**src/rtl/e1fa_pkg.sv**
```systemverilog
// Package: constants and types shared by the E1 frame alignment receiver.
// Assumes the 2-frame position counter covers 512 bits: frame parity, slot, bit.
package e1fa_pkg;
    localparam int SLOT_BITS  = 8;
    localparam int NUM_SLOTS  = 32;
    localparam int FRAME_BITS = SLOT_BITS * NUM_SLOTS;
    localparam int PAIR_BITS  = 2 * FRAME_BITS;
    localparam int BIT_W      = $clog2(SLOT_BITS);
    localparam int SLOT_W     = $clog2(NUM_SLOTS);
    localparam int POS_W      = $clog2(PAIR_BITS);
    localparam int WORD_W     = 7;

    localparam logic [WORD_W-1:0] ALIGN_WORD = 7'b0011011;

    // Positions within the two-frame cycle (FAS frame first).
    localparam logic [POS_W-1:0] POS_WORD_END = POS_W'(SLOT_BITS - 1);
    localparam logic [POS_W-1:0] POS_NF_BIT2  = POS_W'(FRAME_BITS + 1);
    localparam logic [POS_W-1:0] POS_NF_BIT3  = POS_W'(FRAME_BITS + 2);

    typedef enum logic [1:0] {
        ST_HUNT = 2'd0,
        ST_NFAS = 2'd1,
        ST_FAS  = 2'd2,
        ST_LOCK = 2'd3
    } align_state_t;
endpackage

```
**src/rtl/e1fa_window.sv**
```systemverilog
// Module: sliding match window for the alignment word.
// Keeps the last WORD_W-1 accepted bits; word_hit is combinational and
// includes the bit being presented now. Earliest bit is compared with the MSB.
module e1fa_window
    import e1fa_pkg::*;
#(
    parameter logic [WORD_W-1:0] PATTERN = ALIGN_WORD
) (
    input  logic clk,
    input  logic rst_n,
    input  logic bit_en,
    input  logic bit_in,
    output logic word_hit
);
    localparam int HIST_W = WORD_W - 1;

    logic [HIST_W-1:0] hist_q;

    // Shift each accepted bit into the history.
    always_ff @(posedge clk) begin
        if (!rst_n) begin
            hist_q <= '1;
        end else if (bit_en) begin
            hist_q <= {hist_q[HIST_W-2:0], bit_in};
        end
    end

    // Compare history plus current bit with the pattern.
    always_comb begin
        word_hit = ({hist_q, bit_in} == PATTERN);
    end
endmodule

```
**src/rtl/e1fa_position.sv**
```systemverilog
// Module: two-frame bit position counter.
// Counts accepted bits modulo 512; realign forces the position of the
// accepted bit to slot 0 bit 8 of a FAS frame. inc_pos is the position the
// incoming bit takes when no realignment occurs.
module e1fa_position
    import e1fa_pkg::*;
(
    input  logic             clk,
    input  logic             rst_n,
    input  logic             bit_en,
    input  logic             realign,
    output logic [POS_W-1:0] pos,
    output logic [POS_W-1:0] inc_pos
);
    logic [POS_W-1:0] pos_q;

    // Next position by plain increment (wraps at the two-frame length).
    always_comb begin
        inc_pos = pos_q + POS_W'(1);
    end

    // Advance or realign on each accepted bit.
    always_ff @(posedge clk) begin
        if (!rst_n) begin
            pos_q <= '0;
        end else if (bit_en) begin
            pos_q <= realign ? POS_WORD_END : inc_pos;
        end
    end

    assign pos = pos_q;
endmodule

```
**src/rtl/e1fa_sync_fsm.sv**
```systemverilog
// Module: hunt / verify / lock state machine with loss-of-frame and
// remote-alarm capture. Assumes inc_pos is the position of the bit on bit_in
// (valid outside the hunt) and word_hit covers that bit.
module e1fa_sync_fsm
    import e1fa_pkg::*;
#(
    parameter int ERR_LIMIT = 3
) (
    input  logic             clk,
    input  logic             rst_n,
    input  logic             bit_en,
    input  logic             bit_in,
    input  logic             word_hit,
    input  logic [POS_W-1:0] inc_pos,
    output logic             realign,
    output logic             locked,
    output logic             lof_alarm,
    output logic             remote_alarm
);
    localparam int ERR_W = (ERR_LIMIT > 1) ? $clog2(ERR_LIMIT + 1) : 1;
    localparam logic [ERR_W-1:0] ERR_LAST = ERR_W'(ERR_LIMIT - 1);

    align_state_t     state_q, state_d;
    logic [ERR_W-1:0] err_q, err_d;
    logic             lof_q, lof_d;
    logic             ra_q, ra_d;
    logic             at_word, at_nf_b2, at_nf_b3;

    // Decode the bit slots this machine acts on.
    always_comb begin
        at_word  = (inc_pos == POS_WORD_END);
        at_nf_b2 = (inc_pos == POS_NF_BIT2);
        at_nf_b3 = (inc_pos == POS_NF_BIT3);
    end

    // Next-state, error run, alarm and realign decisions.
    always_comb begin
        state_d = state_q;
        err_d   = err_q;
        lof_d   = lof_q;
        ra_d    = ra_q;
        realign = 1'b0;
        if (bit_en) begin
            unique case (state_q)
                ST_HUNT: begin
                    if (word_hit) begin
                        state_d = ST_NFAS;
                        realign = 1'b1;
                    end
                end
                ST_NFAS: begin
                    if (at_nf_b2) begin
                        state_d = bit_in ? ST_FAS : ST_HUNT;
                    end
                end
                ST_FAS: begin
                    if (at_word) begin
                        if (word_hit) begin
                            state_d = ST_LOCK;
                            lof_d   = 1'b0;
                            err_d   = '0;
                        end else begin
                            state_d = ST_HUNT;
                        end
                    end
                end
                ST_LOCK: begin
                    if (at_nf_b3) begin
                        ra_d = bit_in;
                    end
                    if (at_word) begin
                        if (word_hit) begin
                            err_d = '0;
                        end else if (err_q >= ERR_LAST) begin
                            state_d = ST_HUNT;
                            err_d   = '0;
                            lof_d   = 1'b1;
                        end else begin
                            err_d = err_q + ERR_W'(1);
                        end
                    end
                end
                default: state_d = ST_HUNT;
            endcase
        end
    end

    // Register state, error run and alarms.
    always_ff @(posedge clk) begin
        if (!rst_n) begin
            state_q <= ST_HUNT;
            err_q   <= '0;
            lof_q   <= 1'b0;
            ra_q    <= 1'b0;
        end else begin
            state_q <= state_d;
            err_q   <= err_d;
            lof_q   <= lof_d;
            ra_q    <= ra_d;
        end
    end

    assign locked       = (state_q == ST_LOCK);
    assign lof_alarm    = lof_q;
    assign remote_alarm = ra_q;
endmodule

```
**src/rtl/e1_frame_aligner.sv**
```systemverilog
// Module: E1 frame alignment receiver (top).
// Takes one line bit per bit_en, finds and holds the 256-bit frame boundary
// from the alignment word in time slot 0, and reports the position of the
// last accepted bit. Assumes line decoding happened upstream.
module e1_frame_aligner
    import e1fa_pkg::*;
#(
    parameter int ERR_LIMIT = 3
) (
    input  logic              clk,
    input  logic              rst_n,
    input  logic              bit_en,
    input  logic              bit_in,
    output logic              locked,
    output logic [SLOT_W-1:0] slot_num,
    output logic [BIT_W-1:0]  bit_pos,
    output logic              fas_frame,
    output logic              lof_alarm,
    output logic              remote_alarm
);
    logic             word_hit;
    logic             realign;
    logic [POS_W-1:0] pos;
    logic [POS_W-1:0] inc_pos;

    e1fa_window #(.PATTERN(ALIGN_WORD)) u_window (
        .clk      (clk),
        .rst_n    (rst_n),
        .bit_en   (bit_en),
        .bit_in   (bit_in),
        .word_hit (word_hit)
    );

    e1fa_position u_position (
        .clk     (clk),
        .rst_n   (rst_n),
        .bit_en  (bit_en),
        .realign (realign),
        .pos     (pos),
        .inc_pos (inc_pos)
    );

    e1fa_sync_fsm #(.ERR_LIMIT(ERR_LIMIT)) u_fsm (
        .clk          (clk),
        .rst_n        (rst_n),
        .bit_en       (bit_en),
        .bit_in       (bit_in),
        .word_hit     (word_hit),
        .inc_pos      (inc_pos),
        .realign      (realign),
        .locked       (locked),
        .lof_alarm    (lof_alarm),
        .remote_alarm (remote_alarm)
    );

    // Split the two-frame position into its reported fields.
    always_comb begin
        bit_pos   = pos[BIT_W-1:0];
        slot_num  = pos[BIT_W +: SLOT_W];
        fas_frame = ~pos[POS_W-1];
    end
endmodule

```
**config.mk**
```make
export PLATFORM = sky130hd
export DESIGN_NAME = e1_frame_aligner
export DESIGN_NICKNAME = d
export VERILOG_FILES = /design/src/rtl/e1fa_pkg.sv /design/src/rtl/e1fa_window.sv /design/src/rtl/e1fa_position.sv /design/src/rtl/e1fa_sync_fsm.sv /design/src/rtl/e1_frame_aligner.sv
export SDC_FILE = /design/constraint.sdc
export NUM_CORES = 1
export LEC_CHECK = 0
export BUFFER_PORTS_ARGS = -buffer_cell sky130_fd_sc_hd__buf_2
export CORE_MARGIN = 2
export CORE_UTILIZATION = 53
export CTS_BUF_LIST = sky130_fd_sc_hd__clkbuf_8
export CTS_CLUSTER_DIAMETER = 200
export DETAILED_ROUTE_END_ITERATION = 7
export PLACE_DENSITY = 0.77
export SLEW_MARGIN = 20
export SYNTH_ARGS = -nofsm -noshare
export SYNTH_HDL_FRONTEND = slang
export SYNTH_HIERARCHICAL = 1
export SYNTH_SLANG_ARGS = --single-unit
export TNS_END_PERCENT = 100
```
**constraint.sdc**
```tcl
create_clock -name clk -period 2 [get_ports clk]
set_input_delay 0.6 -clock clk [delete_from_list [all_inputs] [get_ports clk]]
set_output_delay 0.6 -clock clk [all_outputs]
set_load 0.02 [all_outputs]
```
==> metrics.md <==
| Metric | Value |
|---|---|
| Row count | `17` |
| Hold WS | `0.496 ns` |
| Max-cap violations | `0` |
| PD cells | `494 nW/um^2` |
| Die Area | `2680 um^2` |
| Final Skew | `0.00104 ns` |
| Number of buffers added on ports | `15` |
| Die W | `51.7 um` |
| Io pins | `16` |
| Hold_sp | `u_window/hist_q[1]` |
| Pre-Repair DR Iteration Count | `4` |
| DR DRC count | `0` |
| CP cell instances | `ha_4 > nand3_4 > xnor2_2 > nor4_4 > nand4_2 > or4_4 > a21oi_2` |
| Share of layout cells above drive strength 1 | `41.9%` |
| Clk sink count | `21` |
| Hold path endpoint | `u_window/hist_q[1]` |
| Final Hold Vio Count | `0` |
| Area contributors post-synth | `dfxtp_1 35%, mux2i_1 5.0%, nand2_1 4.4%` |
| Total Power | `0.796 mW` |
| Placed insts | `194` |
| CP startpoint kind | `register` |
| Total congestion overflow | `0` |
| Non-Filler Instances | `200` |
| WS Path Type | `reg2reg` |
| CP arrival | `2.19 ns` |
| Reg2Reg Depth | `7` |
| DR vias | `1,204` |
| First-pass GRT wire length | `4.95 mm` |
| Die Ht | `51.7 um` |
| Commonest non-fill, non-tap cell in the layout | `buf_4` |
| Yosys reg bits | `21` |
| IR drop worst, VDD | `405 uV` |
| Final-report setup violation count | `0` |
| Vias per cell | `6.02` |
| Iter 0 DRT Violations | `33` |
| Worst Hold Depth | `2` |
| PnR worst setup slack | `0.00917 ns` |
| Post-Route WL | `3.04 mm` |
| Period utilisation layout | `99.5%` |
| FF-to-FF setup slack | `0.009 ns` |
| Post-synth EDFFs | `0` |
| # H-tree levels | `1` |
| Worst Max-Slew Pin Slew | `0.347 ns` |
| Delay of the slowest critical-path stage | `0.44 ns` |
| Detail Route Antenna Nets | `0` |
| Status | `finished clean` |
| Initial antenna violation count | `0` |
| Synth warnings | `6` |
| Leakage | `0.670 nW` |
| Largest net degree at the start of global routing | `16` |
| Tightest Hold Check Type | `reg2reg` |
| Register area share after synthesis | `34.8%` |
| Max-slew violations | `0` |
| Setup Slack @ Placement | `-0.164 ns` |
| Cell taking the most area after synthesis | `dfxtp_1` |
| Yosys top cell area share | `34.8%` |
| Cell family with most CP delay | `simple AND/OR/NAND/NOR gates` |
| Num CTS Buffers | `3` |
| NumNets Final | `178` |
| Drt wl/cell | `15.2 um` |
| Cells after synthesis | `139` |
| Core Area | `2190 um^2` |
| Crit. End Element | `register` |
| Gr usage total | `25.0%` |
| Clock-pin slew on the worst setup and hold paths | `0.08 ns` |
| CTS Root Cell | `clkbuf_8` |
| Syn avg cell area | `8.69 um^2` |
| Setup TNS | `0 ns` |
| Bufs and invs on worst path | `0` |
| Syn nets | `144` |
| Critical R2R Launch | `u_position/pos[0]` |
| Placed cell area | `1480 um^2` |
| Library cells used by synthesis | `45` |
| Req. time, crit path | `2.20 ns` |
| F_max | `0.502 GHz` |
| Syn Std Cell Area | `1210 um^2` |
| Slowest stage cell on the critical path | `or4_4` |
| Commonest non-fill, non-tap cells in the layout | `16 x buf_4, 15 x buf_2, 14 x dfxtp_1` |
| Final min period | `1.99 ns` |
| Ys async rst share | `0%` |
| Initial Util | `55.1%` |
| GP Congestion | `0.906` |
| Fin area | `1610 um^2` |
| Clock buffer depth | `2` |
| Worst slew margin | `76.6%` |
| N_diodes | `0` |
| FILL cells | `154` |
| CTS tree | `built` |
| Core Util, Final | `73.6%` |
| DP HPWL | `2.14 mm` |
| Dominant synthesized flop cell | `dfxtp_1` |
| P&R area growth vs syn | `33.6%` |
| Vias in the first global route | `1,150` |
| Crit path max fanout | `5` |
| Worst r2r dst | `u_fsm/err_q[0]` |
| Worst-Skew Late Latency | `0.26 ns` |
| RSZ-0062 raised after global routing | `yes` |
## synth_stat cells, types with 4 or more instances
master / instances
a21oi_1: 7
a31oi_1: 5
dfxtp_1: 21
inv_1: 10
mux2i_1: 6
nand2_1: 14
nand3_1: 6
nor2_1: 6
nor2b_1: 4
o21ai_0: 9
or4_1: 4
xor2_1: 5
## tightest hold or removal path: stages, from the launching register on
cell	delay, ns
dfxtp_1	0.34
mux2i_1	0.07
nand2_1	0.06
## power breakdown
group | internal [mW] | switching, mW
Combinational | 0.0378 | 0.0552
Clock | 0.137 | 0.137
Sequential | 0.422 | 0.00738
## cell families after synthesis
kind of cell	after synthesis	share of synthesized area [%]
simple gates	54	29.1
compound gates	36	20.1
flops	21	34.8
buf+inv	14	4.87
xor+xnor	7	5.08
mux	6	4.97
fa+ha+maj	1	1.04
## area by class of cell
cell class / instances / area (um^2) / area share (%)
multi-input cells: 104 / 838 / 52.0
clock inverters: 1 / 3.75 / 0.233
flip-flops and latches: 21 / 439 / 27.2
repair buffers: 33 / 218 / 13.5
well taps: 28 / 35.0 / 2.17
clock buffers: 3 / 41.3 / 2.56
inverters: 10 / 37.5 / 2.33
## registers in the layout, indices dropped and copies added (netlist names)
name,count
u_fsm/lof_alarm,1
u_window/hist_q,6
u_fsm/remote_alarm,1
u_fsm/err_q,2
u_fsm/state_q,2
u_position/pos,9
## what timing repair did
| action | in CTS | in global routing |
|---|---|---|
| setup buffers | 0 | 2 |
| endpoints found under the setup margin | 1 | 4 |
| hold buffers | 0 | 0 |
| resized for setup | 1 | 14 |
| pin swaps | 0 | 9 |
## layer usage
layer	GRT usage (%)	wire, um	up-vias
li1	-	-	581
met1	32.6	1390	577
met2	38.5	1440	36
met3	3.74	130	10
met4	15.8	77	0
met5	0	0	-
## worst max path at each step
stage                      start           endpoint  slack [ns]  depth (start not counted)
2_1_floorplan             bit_in  u_position/pos[6]       -0.03                          7
3_3_place_gp              bit_in  u_position/pos[6]       -0.13                          8
3_5_place_dp              bit_in  u_position/pos[6]       -0.16                          8
4_1_cts        u_position/pos[1]   u_fsm/state_q[0]        0.03                          8
5_1_grt        u_position/pos[0]     u_fsm/err_q[0]       -0.06                          7
6_report       u_position/pos[0]     u_fsm/err_q[0]       0.009                          7
No activity file was read; power rests on OpenSTA's default activity.
